$ cat config.mk
export PLATFORM = sky130hd
export DESIGN_NAME = tc_dist_unit
export DESIGN_NICKNAME = d
export VERILOG_FILES = /design/src/rtl/tc_pkg.sv /design/src/rtl/tc_arbiter.sv /design/src/rtl/tc_validator.sv /design/src/rtl/tc_fanout.sv /design/src/rtl/tc_dist_unit.sv
export SDC_FILE = /design/constraint.sdc
export NUM_CORES = 1
export LEC_CHECK = 0
export BUFFER_PORTS_ARGS = -buffer_cell sky130_fd_sc_hd__clkbuf_2
export CORE_UTILIZATION = 53
export DETAILED_ROUTE_END_ITERATION = 6
export GPL_TIMING_DRIVEN = 0
export PLACE_DENSITY = 0.9
export SLEW_MARGIN = 25
export SYNTH_ARGS = -nofsm -noshare
export SYNTH_HDL_FRONTEND = slang
export SYNTH_SLANG_ARGS = --single-unit
$ cat constraint.sdc
create_clock -name clk -period 4.5 [get_ports clk]
set_input_delay 0.9 -clock clk [delete_from_list [all_inputs] [get_ports clk]]
set_output_delay 0.9 -clock clk [all_outputs]
set_load 0.05 [all_outputs]
$ cat src/rtl/tc_pkg.sv
package tc_pkg;
  parameter int CNT_W = 6;
  parameter int FLG_W = 2;
  localparam int TC_W = CNT_W + FLG_W;

  typedef struct packed {
    logic [FLG_W-1:0] flags;
    logic [CNT_W-1:0] count;
  } tcode_t;
endpackage

$ cat src/rtl/tc_arbiter.sv
module tc_arbiter
  import tc_pkg::*;
#(
  parameter int N_PORTS = 4,
  localparam int IDX_W = (N_PORTS > 1) ? $clog2(N_PORTS) : 1
) (
  input  logic [N_PORTS-1:0] req,
  input  tcode_t             codes [N_PORTS],
  output logic               gnt_vld,
  output logic [IDX_W-1:0]   gnt_idx,
  output tcode_t             gnt_code
);
  // Scan from the top down so the lowest requesting port is the one kept.
  always_comb begin
    gnt_vld  = 1'b0;
    gnt_idx  = '0;
    gnt_code = '0;
    for (int i = N_PORTS - 1; i >= 0; i--) begin
      if (req[i]) begin
        gnt_vld  = 1'b1;
        gnt_idx  = IDX_W'(i);
        gnt_code = codes[i];
      end
    end
  end
endmodule

$ cat src/rtl/tc_validator.sv
module tc_validator
  import tc_pkg::*;
(
  input  logic             in_vld,
  input  tcode_t           in_code,
  input  logic [CNT_W-1:0] cur_count,
  input  logic             flt_en,
  output logic             store,
  output logic             advance
);
  logic flags_ok;
  logic [CNT_W-1:0] next_count;

  always_comb begin
    flags_ok   = !flt_en || (in_code.flags == '0);
    next_count = cur_count + 1'b1;
    store      = in_vld && flags_ok;
    advance    = store && (in_code.count == next_count);
  end
endmodule

$ cat src/rtl/tc_fanout.sv
module tc_fanout
  import tc_pkg::*;
#(
  parameter int N_PORTS = 4,
  localparam int IDX_W = (N_PORTS > 1) ? $clog2(N_PORTS) : 1
) (
  input  logic                    clk,
  input  logic                    rst,
  input  logic                    fwd,
  input  logic [IDX_W-1:0]        src_idx,
  input  tcode_t                  code,
  input  logic [N_PORTS-1:0]      port_en,
  output logic [N_PORTS-1:0]      tx_vld,
  output logic [N_PORTS*TC_W-1:0] tx_code
);
  for (genvar j = 0; j < N_PORTS; j++) begin : g_port
    logic dest;
    assign dest = fwd && port_en[j] && (src_idx != IDX_W'(j));

    always_ff @(posedge clk) begin
      if (rst) begin
        tx_vld[j]                 <= 1'b0;
        tx_code[j*TC_W +: TC_W]   <= '0;
      end else begin
        tx_vld[j] <= dest;
        if (dest) tx_code[j*TC_W +: TC_W] <= code;
      end
    end
  end
endmodule

$ cat src/rtl/tc_dist_unit.sv
module tc_dist_unit
  import tc_pkg::*;
#(
  parameter int N_PORTS = 4,
  localparam int IDX_W = (N_PORTS > 1) ? $clog2(N_PORTS) : 1
) (
  input  logic                    clk,
  input  logic                    rst,
  input  logic                    glb_dis,
  input  logic                    flt_en,
  input  logic [N_PORTS-1:0]      port_en,
  input  logic [N_PORTS-1:0]      rx_vld,
  input  logic [N_PORTS*TC_W-1:0] rx_code,
  output logic [N_PORTS-1:0]      tx_vld,
  output logic [N_PORTS*TC_W-1:0] tx_code,
  output logic                    tick,
  output logic [TC_W-1:0]         time_reg
);
  tcode_t             codes [N_PORTS];
  logic [N_PORTS-1:0] req;
  logic               gnt_vld;
  logic [IDX_W-1:0]   gnt_idx;
  tcode_t             gnt_code;
  tcode_t             master;
  logic               store;
  logic               advance;

  for (genvar i = 0; i < N_PORTS; i++) begin : g_unpack
    assign codes[i] = rx_code[i*TC_W +: TC_W];
  end

  assign req = rx_vld & port_en & {N_PORTS{~glb_dis}};

  tc_arbiter #(.N_PORTS(N_PORTS)) arb_i (
    .req      (req),
    .codes    (codes),
    .gnt_vld  (gnt_vld),
    .gnt_idx  (gnt_idx),
    .gnt_code (gnt_code)
  );

  tc_validator val_i (
    .in_vld    (gnt_vld),
    .in_code   (gnt_code),
    .cur_count (master.count),
    .flt_en    (flt_en),
    .store     (store),
    .advance   (advance)
  );

  always_ff @(posedge clk) begin
    if (rst) begin
      master <= '0;
      tick   <= 1'b0;
    end else begin
      if (store) master <= gnt_code;
      tick <= advance;
    end
  end

  assign time_reg = master;

  tc_fanout #(.N_PORTS(N_PORTS)) fan_i (
    .clk     (clk),
    .rst     (rst),
    .fwd     (advance),
    .src_idx (gnt_idx),
    .code    (gnt_code),
    .port_en (port_en),
    .tx_vld  (tx_vld),
    .tx_code (tx_code)
  );
endmodule

==> flow_metrics.py <==
metrics = {
    "cts": {
        "clock_sinks": 45,
        "cts_resized": 0,
        "htree_levels": 2,
        "cts_setup_buffers": 0,
        "cts_max_path_buffers": 2,
        "clkTransAtPathRegs_ns": 0.08,
        "clockRootBuffer": "clkbuf_8",
        "numCtsBuffers": 5,
        "hold_buffers": 0,
        "clk_latency_ns": 0.30,
        "cts_tree": "built",
    },
    "critical_path": {
        "criticalPathCategory": "in -> reg",
        "crit_start": "rx_vld[1]",
        "regToRegSetupSlack_ns": 1.35,
        "timing.rr.end": "fan_i.tx_code[12]$_SDFFE_PP0P_",
        "r2r_cells": 8,
        "cp.depth": 9,
        "arrival_ns": 3.80,
        "critPathMaxStageDelay_ns": 0.72,
        "crit_family": "simple AND/OR/NAND/NOR gates",
        "cp_cell_sequence": "clkbuf_2 -> nand2_1 -> clkbuf_1 -> o21ai_0 -> o21ai_0 -> nor2b_1 -> or4b_4 -> nor4_4 -> mux2i_1",
        "cp.buffers_inverters": 2,
        "crit_fanout": 10,
        "cpMaxStageDelayCell": "nor4_4",
        "startpoint_type": "input pin",
        "crit_top_cell": "o21ai_0",
        "crit_required_ns": 4.73,
        "rr_startpoint": "time_reg[0]$_SDFFE_PP0P_",
        "end_kind": "flip-flop",
    },
    "floorplanning": {
        "rows": 23,
        "pin_count": 89,
        "start_util": 0.574,
        "die-area_um2": 4760,
        "core_area_um2": 4140,
        "die_height_um": 69.0,
        "die_width_um": 69.0,
    },
    "global_route": {
        "grtUsageMet1": 0.347,
        "grtUsageMet2": 0.489,
        "busiest_layer": "met2",
        "antenna_found_initial": 0,
        "grt_max_degree": 14,
        "grt.total_usage": 0.296,
        "grtUsageMet3": 0.0789,
        "grt-ovfl-total": 0,
        "grt_pass1_wl_um": 10200,
        "grt_pass1_vias": 2272,
    },
    "cells_and_area": {
        "area_growth_pct": 25.6,
        "n_fill_cell": 292,
        "largest_reg_flops": 32,
        "stdcell_count": 396,
        "diodes": 0,
        "final_cell_mix": "86 x clkbuf_2, 45 x dfxtp_1, 40 x mux2i_1, 40 x nand2b_1, 18 x o21ai_0",
        "layout_commonest_cell": "clkbuf_2",
        "final_nets": 390,
        "drive_gt1_frac": 0.332,
    },
    "pwr": {
        "switching_share": 0.268,
        "p_switching_uw": 236,
        "intPower_uw": 645,
        "vdd_drop_max_uv": 133,
        "pwr-share-clk": 0.362,
        "power_frac_comb": 0.176,
        "powerDensity_nw_per_um2": 295,
        "p_leak_uw": 0.00137,
        "pwr-share-seq": 0.462,
    },
    "drt": {
        "drc": 0,
        "dr.first_iter.drc_count": 96,
        "drt_pass1_iterations": 4,
        "vias": 2297,
        "drt-wirelength-per-cell_um": 15.7,
        "ant_nets": 0,
        "viasPerCell": 5.80,
        "wirelength_um": 6220,
    },
    "logic_synthesis": {
        "netlist_instances": 252,
        "synth_top_area_cell": "dfxtp_1",
        "synth_edf_count": 0,
        "synth-async-reset-ratio": 0,
        "syn_nets": 297,
        "synth_seq_area_share": 0.379,
        "synth_area_per_cell_um2": 9.44,
        "ys_types": 49,
        "synth.area.top_cells": "dfxtp_1 38%, mux2i_1 17%, nand2b_1 11%, o21ai_0 3.8%, and3_2 2.2%",
        "synth_warnings": 0,
        "synth_ff_type": "dfxtp_1",
        "ys_seq_elements": 45,
        "synth_top_area_share": 0.379,
        "synth.cell_area_um2": 2380,
    },
    "placement": {
        "place.gp.congestion": 0.942,
        "io_buffers": 86,
        "placedCellCount": 388,
        "post-place-ws_ns": 0.618,
        "dpl.hpwl_um": 4810,
    },
    "worst_hold_path": {
        "hold_class": "reg -> reg",
        "min-delay-start": "fan_i.tx_code[10]$_SDFFE_PP0P_",
        "min_to": "fan_i.tx_code[10]$_SDFFE_PP0P_",
        "min_path_cells": 2,
    },
    "sta": {
        "finalMaxSlewViolations": 0,
        "finalHoldViolCount": 0,
        "period_minus_slack_ns": 3.57,
        "tightest_slew_ns": 0.778,
        "finalSetupViolCount": 0,
        "timing.clock.skew_ns": 0.00613,
        "grt_setup_unrepaired": "false",
        "fin_crit_sh": 0.794,
        "tns_ns": 0,
        "fmax_mhz": 280,
        "slew_headroom": 0.477,
        "finalWorstSetupSlack_ns": 0.927,
        "hold_ws_ns": 0.480,
    },
    "status": {
        "status": "finished, final reports clean",
    },
    "run": {
        "maxCapViolations": 0,
    },
}
-- kinds of logic (layout without fill, tap and decap cells) --
logic type / after synthesis / after routing / share of synthesized area
and+or+nand+nor: 102 / 102 / 0.267
DFF: 45 / 45 / 0.379
AOI/OAI and AO/OA: 41 / 41 / 0.126
muxes: 40 / 40 / 0.168
buffers and inverters: 17 / 111 / 0.0326
xor gates and xnor gates: 6 / 6 / 0.0221
adders and majority gates: 1 / 1 / 0.00526
-- synth_stat cells (2+ instances only) --
| cell type | n |
|---|---|
| inv_1 | 2 |
| a31oi_1 | 3 |
| or2_2 | 3 |
| o21ai_0 | 18 |
| nor4_4 | 2 |
| and2_1 | 3 |
| xor2_1 | 2 |
| nor2b_1 | 2 |
| nand2b_1 | 40 |
| a311oi_1 | 6 |
| mux2i_1 | 40 |
| nor4_1 | 4 |
| nand4_1 | 2 |
| nor2_1 | 13 |
| dfxtp_1 | 45 |
| xnor2_1 | 4 |
| buf_2 | 2 |
| and3_2 | 7 |
| nor4b_1 | 2 |
| nand2_1 | 12 |
| nand3_1 | 3 |
| clkbuf_1 | 10 |
-- worst max path at each step --
stage	endpoint
4_1_cts	fan_i.tx_code[12]$_SDFFE_PP0P_
2_1_floorplan	fan_i.tx_code[0]$_SDFFE_PP0P_
6_report	fan_i.tx_code[12]$_SDFFE_PP0P_
3_5_place_dp	fan_i.tx_code[12]$_SDFFE_PP0P_
5_1_grt	fan_i.tx_code[5]$_SDFFE_PP0P_
3_3_place_gp	fan_i.tx_code[13]$_SDFFE_PP0P_
-- through the flow --
step                      cell area [um^2]  power, uW  utilization
after floorplan                       2380        522            -
after global placement                2870        564        0.693
after detailed placement              2870        569        0.693
after CTS                             2990        883        0.721
after global routing                  2990        917        0.721
final                                 2990        881        0.721
-- tightest hold or removal path, cell delays in order (launching register included) --
cell and delay, ns:
dfxtp_1 0.32, nand2b_1 0.06, mux2i_1 0.06
-- metal layers --
| metal | vias to the layer above | part of all wire |
|---|---|---|
| met1 | 1092 | 0.43 |
| met4 | 0 | 0.030 |
| li1 | 1093 | - |
| met5 | - | 0 |
| met3 | 19 | 0.055 |
| met2 | 93 | 0.48 |
-- cell type report --
type                            instances  area [um^2]  area share
Multi-Input combinational cell        190         1400       0.469
Sequential cell                        45          901       0.302
Timing Repair Buffer                   86          430       0.144
Clock buffer                            7         86.3      0.0289
Buffer                                 15         70.1      0.0235
Tap cell                               50         62.6      0.0209
Clock inverter                          1         30.0      0.0101
Inverter                                2         7.51     0.00251
-- power by group through the flow --
stage / Combinational [uW] / Sequential (uW) / Clock [uW]
after floorplan: 90.6 / 431 / 0
after global placement: 148 / 416 / 0
after detailed placement: 152 / 417 / 0
after CTS: 153 / 407 / 323
after global routing: 169 / 408 / 341
final: 155 / 407 / 319
Power figures use the tool's default switching activity.
